==> src/rtl/pmp_seccfg_pkg.sv <==
package pmp_seccfg_pkg;
  localparam int MAX_ENTRIES = 16;

  // Field order is fixed by the bit positions that software decodes.
  typedef struct packed {
    logic rlb;   // bit 2
    logic mmwp;  // bit 1
    logic mml;   // bit 0
  } seccfg_t;

  localparam int CFG_W = $bits(seccfg_t);

  // One bit per implemented entry; higher entries are masked off.
  function automatic logic [MAX_ENTRIES-1:0] impl_mask(input int n);
    logic [MAX_ENTRIES-1:0] m;
    m = '0;
    for (int i = 0; i < MAX_ENTRIES; i++) begin
      if (i < n) m[i] = 1'b1;
    end
    return m;
  endfunction

  // Next value of the register for an accepted write.
  function automatic seccfg_t seccfg_update(input seccfg_t cur,
                                            input logic [CFG_W-1:0] wdata,
                                            input logic locked);
    seccfg_t nxt;
    seccfg_t w;
    w        = seccfg_t'(wdata);
    nxt.mml  = cur.mml  | w.mml;
    nxt.mmwp = cur.mmwp | w.mmwp;
    nxt.rlb  = (!cur.rlb && locked) ? 1'b0 : w.rlb;
    return nxt;
  endfunction
endpackage

==> src/rtl/pmp_lock_scan.sv <==
module pmp_lock_scan
  import pmp_seccfg_pkg::*;
#(
  parameter int N_ENTRIES = 16
) (
  input  logic [MAX_ENTRIES-1:0] entry_lock_i,
  output logic                   any_locked_o
);
  localparam logic [MAX_ENTRIES-1:0] MASK = impl_mask(N_ENTRIES);

  assign any_locked_o = |(entry_lock_i & MASK);
endmodule

==> src/rtl/pmp_seccfg_next.sv <==
module pmp_seccfg_next
  import pmp_seccfg_pkg::*;
(
  input  seccfg_t          cur_i,
  input  logic [CFG_W-1:0] wdata_i,
  input  logic             locked_i,
  output seccfg_t          nxt_o
);
  always_comb begin
    nxt_o = seccfg_update(cur_i, wdata_i, locked_i);
  end
endmodule

==> src/rtl/pmp_seccfg_reg.sv <==
module pmp_seccfg_reg
  import pmp_seccfg_pkg::*;
#(
  parameter int N_ENTRIES = 16,
  parameter int DATA_W    = 32
) (
  input  logic                   clk_i,
  input  logic                   rst_ni,
  input  logic                   wr_en_i,
  input  logic [DATA_W-1:0]      wr_data_i,
  input  logic [MAX_ENTRIES-1:0] entry_lock_i,
  output logic [DATA_W-1:0]      rd_data_o,
  output logic                   mml_o,
  output logic                   mmwp_o,
  output logic                   rlb_o,
  output logic                   flush_o
);
  localparam logic HAS_PMP = (N_ENTRIES > 0);
  localparam int   PAD_W   = DATA_W - CFG_W;

  seccfg_t cfg_q, cfg_upd, cfg_d;
  logic    any_locked;
  logic    wr_accept;
  logic    flush_q;
  logic    unused_wdata_hi;

  assign unused_wdata_hi = ^wr_data_i[DATA_W-1:CFG_W];

  pmp_lock_scan #(.N_ENTRIES(N_ENTRIES)) u_scan (
    .entry_lock_i (entry_lock_i),
    .any_locked_o (any_locked)
  );

  pmp_seccfg_next u_next (
    .cur_i    (cfg_q),
    .wdata_i  (wr_data_i[CFG_W-1:0]),
    .locked_i (any_locked),
    .nxt_o    (cfg_upd)
  );

  // Writes are dropped entirely when no protection entry exists.
  assign wr_accept = wr_en_i & HAS_PMP;
  assign cfg_d     = wr_accept ? cfg_upd : cfg_q;

  always_ff @(posedge clk_i or negedge rst_ni) begin
    if (!rst_ni) begin
      cfg_q   <= '0;
      flush_q <= 1'b0;
    end else begin
      cfg_q   <= cfg_d;
      flush_q <= wr_accept;
    end
  end

  assign rd_data_o = {{PAD_W{1'b0}}, cfg_q};
  assign mml_o     = cfg_q.mml;
  assign mmwp_o    = cfg_q.mmwp;
  assign rlb_o     = cfg_q.rlb;
  assign flush_o   = flush_q;

  // Assertions next to the logic they guard.
  a_r2_mml_sticky: assert property (@(posedge clk_i) disable iff (!rst_ni)
    mml_o |=> mml_o);
  a_r3_mmwp_sticky: assert property (@(posedge clk_i) disable iff (!rst_ni)
    mmwp_o |=> mmwp_o);
  a_r11_hold: assert property (@(posedge clk_i) disable iff (!rst_ni)
    !wr_en_i |=> $stable({mml_o, mmwp_o, rlb_o}));
  a_r8_no_flush_idle: assert property (@(posedge clk_i) disable iff (!rst_ni)
    !wr_en_i |=> !flush_o);

  generate
    if (HAS_PMP) begin : g_pmp
      a_r5_rlb_frozen: assert property (@(posedge clk_i) disable iff (!rst_ni)
        (wr_en_i && !rlb_o && any_locked) |=> !rlb_o);
      a_r8_flush_after_wr: assert property (@(posedge clk_i) disable iff (!rst_ni)
        wr_en_i |=> flush_o);
      a_r2_mml_set: assert property (@(posedge clk_i) disable iff (!rst_ni)
        (wr_en_i && wr_data_i[0]) |=> mml_o);
    end else begin : g_nopmp
      a_r9_stays_zero: assert property (@(posedge clk_i) disable iff (!rst_ni)
        1'b1 |=> (!mml_o && !mmwp_o && !rlb_o && !flush_o));
    end
  endgenerate
endmodule

==> config.mk <==
export PLATFORM = sky130hd
export DESIGN_NAME = pmp_seccfg_reg
export DESIGN_NICKNAME = d
export VERILOG_FILES = /design/src/rtl/pmp_seccfg_pkg.sv /design/src/rtl/pmp_lock_scan.sv /design/src/rtl/pmp_seccfg_next.sv /design/src/rtl/pmp_seccfg_reg.sv
export SDC_FILE = /design/constraint.sdc
export NUM_CORES = 1
export LEC_CHECK = 0
export BUFFER_PORTS_ARGS = -buffer_cell sky130_fd_sc_hd__buf_2
export CAP_MARGIN = 20
export CORE_MARGIN = 2
export CORE_UTILIZATION = 24
export DETAILED_ROUTE_END_ITERATION = 10
export PLACE_DENSITY = 0.85
export SKIP_CTS_REPAIR_TIMING = 1
export SYNTH_ARGS = -nofsm -noshare
export SYNTH_HDL_FRONTEND = slang
export SYNTH_HIERARCHICAL = 1
export SYNTH_SLANG_ARGS = --single-unit
==> constraint.sdc <==
create_clock -name clk_i -period 1 [get_ports clk_i]
set_input_delay 0.15 -clock clk_i [delete_from_list [all_inputs] [get_ports clk_i]]
set_output_delay 0.15 -clock clk_i [all_outputs]
set_load 0.03 [all_outputs]
==> key figures, run 1 <==
STA
  – Setup ws final: 0.0150 ns
  – Final worst path period share: 98.5%
  – Setup_tns: 0 ns
  – Slew Viols, Final: 0
  – Worst Hold Slack: 0.0843 ns
  – Tmin final: 0.985 ns
  – Final Hold Viols: 0
  – Unrepaired setup endpoints after global routing: true
  – Finish-stage setup viols: 0
  – Final clock skew: 0 ns
  – Fmax: 1.02 GHz

Setup path
  – R2R depth: 2
  – FF-to-FF End: mml_o$_DFFE_PN0P_
  – Worst setup path category: reg -> reg
  – WP data required: 1.12 ns
  – Critical path depth: 2
  – Critical Path End: mml_o$_DFFE_PN0P_
  – R2R Path Start: mml_o$_DFFE_PN0P_
  – Beginning of the critical path: mml_o$_DFFE_PN0P_
  – Maximum fanout along the worst path: 4
  – Reg2reg setup slack: 0.01 ns
  – Worst path buffer plus inverter count: 0
  – Slowest cell on the critical path: dfrtp_2
  – CP Capture Type: flop
  – CP Launch Type: flop
  – Critical Path, Cell by Cell: or2_1 -> mux2_2
  – CP peak stage delay: 0.41 ns
  – Top cell family by delay on the critical path: flip-flops
  – Arrival time of the worst setup path: 1.10 ns

Drt
  – Routed vias: 323
  – Antenna-violating nets left: 0
  – Initial DRC Count: 2
  – DRC viols: 0
  – DRT Pass-1 Iters: 3
  – Via density: 3.14
  – Drt wl/cell: 7.39 um
  – Total wire length: 761 um

Layout
  – Area occupied by multi-input gates: 194 um2
  – Share of cells above drive strength 1: 46.2%
  – Post-layout util: 30.0%
  – Register area: 103 um2
  – Antenna Cells: 0
  – FILL cells: 189
  – Synth-to-Final Area Change: 18.5%
  – Layout Nets: 130

Synthesis
  – Flops & latches, synth: 4
  – Largest family of logic cells by synthesized area: buffers and inverters
  – Simple-gate share of the synthesized area: 10.1%
  – Post-synthesis cell area: 433 um2
  – Top-area cell type share of the netlist area: 55.5%
  – Avg Synthesized Cell Area: 8.84 um2
  – Synth cell types: 9
  – Post-synthesis xor/xnor area fraction: 0%
  – Post-Synth Adder-Cell Area: 0%
  – Leading area contributor after synthesis: buf_4
  – Yosys synthesis warning count: 6
  – Synth area leaders: buf_4 55%, dfrtp_1 23%, mux2_2 7.8%
  – Post-synthesis sequential area ratio: 23.1%
  – Post-synthesis mux area share: 7.80%
  – Cells after synthesis: 49
  – Compound-Gate Fraction of Synth Area: 1.73%

Power and ir drop
  – Peak VDD IR: 0.554 mV
  – Power Density: 1150 nW/um2
  – Lkg Pwr: 0.000278 uW
  – Total power: 588 uW

Placement
  – Dpl ws: -0.0198 ns
  – Dpl hpwl: 688 um
  – Port bufs: 28
  – Gpl congestion: 0.670

Clock tree
  – Clock transition time at the flip-flop clock pins of the worst setup and hold paths: 0.04 ns
  – CTS H-tree depth: 1
  – Clock sinks: 4
  – CTS tree: yes
  – Clock tree root driver cell: clkbuf_4
  – Total CTS buffers: 3
  – Clk_lat worst skew: 0.24 ns
  – Clock tree buffer depth: 2

Min path
  – Hold path cells: 1
  – HP Class: in -> reg

Global route
  – Number of antenna violations at the first check in global routing: 0
  – Global Route met2 Usage: 12.8%
  – Largest net degree at the start of global routing: 5
  – Met3 GRT Util: 2.35%
  – Grt peak-use layer: met2
  – GR Util met1: 6.86%
  – Vias in the first global route: 272
  – Total gr overflow: 0
  – GRT Util Overall: 7.45%
  – Global-route wire length before repair: 1040 um

Die
  – Core ar.: 1710 um2
  – Initial Util: 25.3%
  – Rows: 15
  – Die Area: 2160 um2
  – Die W: 46.5 um
  – Die Y: 46.5 um
  – Ports: 87

Run
  – Max-Cap Viols: 0

Outcome
  – Status: completed
[where the power goes]
group          internal [uW]  leakage, uW  switching, uW
combinational           36.4     0.000221            166
sequential               165    0.0000425          0.389
clock                    150    0.0000150           71.0
[routing by layer]
| metal | part of all wire, % | wire length [um] |
|---|---|---|
| met3 | 7.6 | 58 |
| met1 | 31 | 239 |
| met2 | 60 | 455 |
| met4 | 0.92 | 7 |
| met5 | 0 | 0 |
[registers in the layout (all words and copies together), names as in the netlist]
register and cells:
flush_o 1, mmwp_o 1, rlb_o 1, mml_o 1
[cell usage in the layout, fill, tap and decap left out]
| master | n |
|---|---|
| conb_1 | 29 |
| buf_2 | 26 |
| nor4_1 | 4 |
| mux2_2 | 3 |
| clkbuf_4 | 3 |
| dfrtp_1 | 2 |
| dfrtp_2 | 2 |
| buf_4 | 2 |
| or2_1 | 2 |
| clkbuf_1 | 1 |
| dlygate4sd3_1 | 1 |
| inv_1 | 1 |
| a21boi_1 | 1 |
| nand4_1 | 1 |
[layout make-up]
| cell class | instances | share of cell area (%) |
|---|---|---|
| timing repair buffer | 29 | 30.2 |
| multi-input combinational | 40 | 37.8 |
| tap | 25 | 6.10 |
| clock buffer | 4 | 5.12 |
| inverter | 1 | 0.732 |
| sequential | 4 | 20.0 |
[cells by family after synthesis]
kind of cell,count (synthesis)
AND/OR/NAND/NOR,7
buffers and inverters,33
AO/OA/AOI/OAI,1
multiplexers,3
flip-flops,4
other,1
[stage by stage]
stage | cells | instance area, um2
detailed placement | 98 | 472
floorplan | 77 | 541
global route | 103 | 513
global placement | 98 | 472
CTS | 102 | 498
finish | 103 | 513
[cell usage after synthesis (all sizes together)]
library cell,count
a21boi,1
buf,32
conb,1
dfrtp,4
inv,1
mux2,3
nand4,1
nor4,4
or2,2
[worst min path at each step]
stage / startpoint / end / slack (ns)
CTS: rst_ni / mmwp_o$_DFFE_PN0P_ / -0.30
global route: wr_en_i / flush_o$_DFF_PN0_ / 0.1
global placement: rst_ni / flush_o$_DFF_PN0_ / -0.05
finish: wr_en_i / flush_o$_DFF_PN0_ / 0.08
detailed placement: rst_ni / flush_o$_DFF_PN0_ / -0.04
floorplan: rst_ni / flush_o$_DFF_PN0_ / -0.15
(Power assumes the default switching activity.)
==> run 2: changes to the inputs <==
--- a/config.mk
+++ b/config.mk
@@ -10,9 +10,8 @@
 export CORE_MARGIN = 2
 export CORE_UTILIZATION = 24
 export DETAILED_ROUTE_END_ITERATION = 10
-export PLACE_DENSITY = 0.85
+export PLACE_DENSITY = 0.86
 export SKIP_CTS_REPAIR_TIMING = 1
 export SYNTH_ARGS = -nofsm -noshare
 export SYNTH_HDL_FRONTEND = slang
-export SYNTH_HIERARCHICAL = 1
 export SYNTH_SLANG_ARGS = --single-unit
==> run 2 against run 1 <==
Final cell count decreased by 0.97%. Register-to-register slack improved by 0.11 ns. Clock skew unchanged. Combinational power increased by 3%. Utilization decreased by 0.15 points. Fmax increased by 3.9%. Largest cell class unchanged. Worst setup slack improved by 0.037 ns.
==> key figures, run 2 <==
STA
  – Slew Viols, Final: 0
  – Tmin final: 0.948 ns
  – Final Hold Viols: 0
  – Final clock skew: 0 ns
  – Finish-stage setup viols: 0
  – Fmax: 1.05 GHz
  – Setup ws final: 0.0520 ns
  – Final worst path period share: 94.8%
  – Setup_tns: 0 ns
  – Unrepaired setup endpoints after global routing: false

Global route
  – Total gr overflow: 0
  – GRT Util Overall: 7.65%
  – Vias in the first global route: 270
  – Largest net degree at the start of global routing: 6
  – Number of antenna violations at the first check in global routing: 0
  – Global-route wire length before repair: 1070 um

Placement
  – Dpl ws: 0.122 ns
  – Placed cells: 97
  – Gpl congestion: 0.600
  – Port bufs: 28
  – Dpl hpwl: 679 um

Setup path
  – Slowest cell on the critical path: dfrtp_1
  – Critical Path, Cell by Cell: clkbuf_4
  – Worst path buffer plus inverter count: 1
  – Arrival time of the worst setup path: 0.80 ns
  – Maximum fanout along the worst path: 3
  – CP Launch Type: flop
  – CP peak stage delay: 0.38 ns
  – WP data required: 0.85 ns
  – Worst setup path category: reg -> out
  – Reg2reg setup slack: 0.12 ns
  – Top cell family by delay on the critical path: flip-flops
  – CP Capture Type: output port

Die
  – Die W: 46.3 um
  – Die Y: 46.3 um
  – Core ar.: 1710 um2
  – Rows: 15
  – Ports: 87
  – Die Area: 2140 um2
  – Initial Util: 25.1%

Layout
  – Post-layout util: 29.9%
  – Most common cell after layout, fill and taps aside: conb_1
  – Share of cells above drive strength 1: 45.5%
  – Layout Nets: 130
  – FILL cells: 184
  – Most frequent cells in the layout: 29 x conb_1, 26 x buf_2, 4 x clkbuf_4, 4 x dfrtp_1
  – Fin cells: 102
  – Antenna Cells: 0
  – Synth-to-Final Area Change: 19.0%

Drt
  – Initial DRC Count: 0
  – DRT Pass-1 Iters: 1
  – Total wire length: 758 um
  – Antenna-violating nets left: 0
  – Routed vias: 335
  – Drt wl/cell: 7.43 um
  – DRC viols: 0
  – Via density: 3.28

Synthesis
  – Cells after synthesis: 48
  – Yosys synthesis warning count: 0
  – Post-synthesis xor/xnor area fraction: 0%
  – Compound-Gate Fraction of Synth Area: 6.12%
  – EDFF count, synth: 0
  – Leading area contributor after synthesis: buf_4
  – Post-synthesis mux area share: 0%
  – Post-synthesis sequential area ratio: 23.3%
  – Flops & latches, synth: 4
  – Simple-gate share of the synthesized area: 13.7%
  – Synth cell types: 12
  – Post-synthesis cell area: 429 um2
  – Top post-synthesis cells by count: 32 x buf_4, 4 x dfrtp_1, 2 x a21o_1, 2 x nor4_2
  – Post-Synth Adder-Cell Area: 0%
  – Main flop type after synthesis: dfrtp_1
  – Synth async-reset ratio: 100%
  – Cell with the most instances after synthesis: buf_4
  – Avg Synthesized Cell Area: 8.94 um2
  – Largest family of logic cells by synthesized area: buffers and inverters
  – Top-area cell type share of the netlist area: 56.0%
  – Synth area leaders: buf_4 56%, dfrtp_1 23%, nor4_2 5.8%

Clock tree
  – Clock transition time at the flip-flop clock pins of the worst setup and hold paths: 0.03 ns
  – CTS H-tree depth: 1
  – Clock sinks: 4
  – Clk_lat worst skew: 0.23 ns
  – CTS tree: yes
  – Total CTS buffers: 3
  – Clock tree buffer depth: 2
  – Clock tree root driver cell: clkbuf_4

Power and ir drop
  – Power Density: 1100 nW/um2
  – Lkg Pwr: 0.000281 uW
  – Peak VDD IR: 0.267 mV

Min path
  – HP Class: in -> reg

Run
  – Max-Cap Viols: 0

Outcome
  – Status: completed
==> run 2: changes by cell type in the layout (fill, tap and decap cells not counted), moves of 2 or more <==
cell / previous run / this run
nor4_2: 0 / 2
dfrtp_1: 2 / 4
a21o_1: 0 / 2
or2_1: 2 / 0
nor4_1: 4 / 1
mux2_2: 3 / 0
dfrtp_2: 2 / 0
==> run 2: cell type report <==
| type | instances | area [um2] | share of cell area, % |
|---|---|---|---|
| multi-input cells | 40 | 194 | 38.0 |
| repair buffers | 30 | 163 | 31.9 |
| flip-flops and latches | 4 | 100 | 19.6 |
| well taps | 25 | 31.3 | 6.13 |
| clock buffers | 3 | 22.5 | 4.41 |
==> run 2: where the power goes <==
| part | total [uW] | switching [uW] | internal [uW] |
|---|---|---|---|
| logic | 208 | 170 | 37.9 |
| clock network | 190 | 56.1 | 134 |
| registers | 165 | 0.317 | 165 |
==> run 2: cell families after synthesis <==
group	count (synthesis)
buf+inv	32
compound gates	4
flops	4
other cells	1
simple gates	7
==> run 2: routing by layer <==
metal / track usage [%] / vias up / wire (um)
li1: - / 155 / -
met3: 1.18 / 2 / 86
met4: 8.57 / 0 / 17
met2: 14.7 / 29 / 434
met1: 5.81 / 149 / 220
met5: 0 / - / 0
==> run 2: worst paths after layout <==
check,start,end,cells past startpoint
worst min-delay path,wr_en_i,flush_o$_DFF_PN0_,1
worst max register to register,rlb_o$_DFFE_PN0P_,rlb_o$_DFFE_PN0P_,3
worst max-delay path,rlb_o$_DFFE_PN0P_,rd_data_o[2],1
min in group asynchronous,rst_ni,flush_o$_DFF_PN0_,2
worst min register to register,mml_o$_DFFE_PN0P_,mml_o$_DFFE_PN0P_,1
max in group asynchronous,rst_ni,mml_o$_DFFE_PN0P_,2
==> run 2: metrics by stage <==
step                      cell area, um2  hold WS [ns]  power (uW)
after floorplan                      534        -0.146         409
after global placement               465       -0.0451         367
after detailed placement             465       -0.0417         371
after CTS                            488        -0.288         570
after global routing                 510         0.106         599
final                                510        0.0993         563
==> run 3: changes to the inputs <==
--- a/config.mk
+++ b/config.mk
@@ -11,6 +11,8 @@
 export CORE_UTILIZATION = 24
 export DETAILED_ROUTE_END_ITERATION = 10
 export PLACE_DENSITY = 0.86
+export RECOVER_POWER = 50
+export SETUP_SLACK_MARGIN = 0.2
 export SKIP_CTS_REPAIR_TIMING = 1
 export SYNTH_ARGS = -nofsm -noshare
 export SYNTH_HDL_FRONTEND = slang
==> run 3 against run 2 <==
Via count shrank 4.5%. First-iteration DRC count is 1 higher. Worst hold slack improved by 0.012 ns. Critical path depth is the same. Utilization is 3.7 points higher.
==> key figures, run 3 (synthesized netlist as in run 2, its figures left out) <==
Outcome
  – Status: completed

Min path
  – Hold path cells: 1
  – HP Class: in -> reg
  – WHS Endpoint: flush_o$_DFF_PN0_
  – Hold Crit Start: wr_en_i

Die
  – Rows: 15
  – Ports: 87
  – Die Y: 46.3 um
  – Initial Util: 25.1%
  – Die W: 46.3 um
  – Core ar.: 1710 um2
  – Die Area: 2140 um2

Setup path
  – Reg2reg setup slack: 0.13 ns
  – R2R depth: 3
  – Critical Path, Cell by Cell: buf_6
  – CP peak stage delay: 0.42 ns
  – WP data required: 0.85 ns
  – Arrival time of the worst setup path: 0.81 ns
  – Worst setup path category: reg -> out
  – Slowest cell on the critical path: dfrtp_2
  – CP Launch Type: flop
  – Maximum fanout along the worst path: 3
  – FF-to-FF End: rlb_o$_DFFE_PN0P_
  – CP Capture Type: output port
  – Worst path buffer plus inverter count: 1
  – Top cell family by delay on the critical path: flip-flops
  – R2R Path Start: rlb_o$_DFFE_PN0P_

Drt
  – Total wire length: 777 um
  – Drt wl/cell: 7.54 um
  – Antenna-violating nets left: 0
  – Initial DRC Count: 1
  – Routed vias: 320
  – DRC viols: 0
  – DRT Pass-1 Iters: 2
  – Via density: 3.11

Global route
  – Vias in the first global route: 267
  – Total gr overflow: 0
  – GRT Util Overall: 7.12%
  – Largest net degree at the start of global routing: 6
  – Global-route wire length before repair: 1010 um
  – Number of antenna violations at the first check in global routing: 0

Layout
  – Antenna Cells: 0
  – Most frequent cells in the layout: 29 x conb_1, 19 x buf_2, 7 x buf_6
  – Layout Nets: 130
  – Post-layout util: 33.6%
  – Synth-to-Final Area Change: 33.5%
  – Post-route cell area: 573 um2
  – Share of cells above drive strength 1: 48.7%
  – FILL cells: 186
  – Most common cell after layout, fill and taps aside: conb_1

STA
  – Worst Hold Slack: 0.111 ns
  – Setup_tns: 0 ns
  – Final worst path period share: 95.5%
  – Slew Viols, Final: 0
  – Fmax: 1.05 GHz
  – Final Hold Viols: 0
  – Tmin final: 0.955 ns
  – Setup ws final: 0.0445 ns
  – Unrepaired setup endpoints after global routing: true
  – Finish-stage setup viols: 0
  – Final clock skew: 0 ns

Placement
  – Dpl ws: 0.129 ns
  – Dpl hpwl: 681 um
  – Port bufs: 28
  – Dpl cell area: 469 um2
  – Gpl congestion: 0.658

Clock tree
  – CTS H-tree depth: 1
  – Clock sinks: 4
  – Clock tree buffer depth: 2
  – Clk_lat worst skew: 0.23 ns
  – Total CTS buffers: 3
  – CTS tree: yes
  – Clock transition time at the flip-flop clock pins of the worst setup and hold paths: 0.04 ns
  – Clock tree root driver cell: clkbuf_4

Power and ir drop
  – Power Density: 1040 nW/um2
  – Lkg Pwr: 0.000295 uW
  – Peak VDD IR: 0.296 mV

Run
  – Max-Cap Viols: 0
run 3: through the flow:
step,instances,power [uW]
5_1_grt,103,634
3_5_place_dp,97,370
2_1_floorplan,76,409
6_report,103,596
3_3_place_gp,97,368
4_1_cts,101,599
run 3: cell type report:
cell class	count	area, um2	share of cell area [%]
well taps	25	31.3	5.46
clock buffers	4	26.3	4.59
repair buffers	30	199	34.7
multi-input cells	40	213	37.1
flip-flops and latches	4	104	18.1
run 3: worst max-delay path by stage:
stage / startpoint / to / slack, ns / cells after the start
4_1_cts: rlb_o$_DFFE_PN0P_ / rd_data_o[2] / 0.001 / 1
6_report: mmwp_o$_DFFE_PN0P_ / mmwp_o / 0.04 / 1
5_1_grt: mmwp_o$_DFFE_PN0P_ / rd_data_o[1] / 0.02 / 1
2_1_floorplan: rlb_o$_DFFE_PN0P_ / rlb_o$_DFFE_PN0P_ / 0.18 / 2
3_5_place_dp: entry_lock_i[3] / rlb_o$_DFFE_PN0P_ / 0.13 / 4
3_3_place_gp: entry_lock_i[3] / rlb_o$_DFFE_PN0P_ / 0.11 / 4
run 3: per-layer routing:
metal	track usage (%)	wire, um
met1	5.88	265
met2	12.5	413
met3	3.92	99
met4	5.14	0
met5	0	0
run 3: power by group:
| group | internal (uW) | switching, uW |
|---|---|---|
| Sequential | 165 | 0.864 |
| Combinational | 39.5 | 172 |
| Clock | 150 | 69.5 |
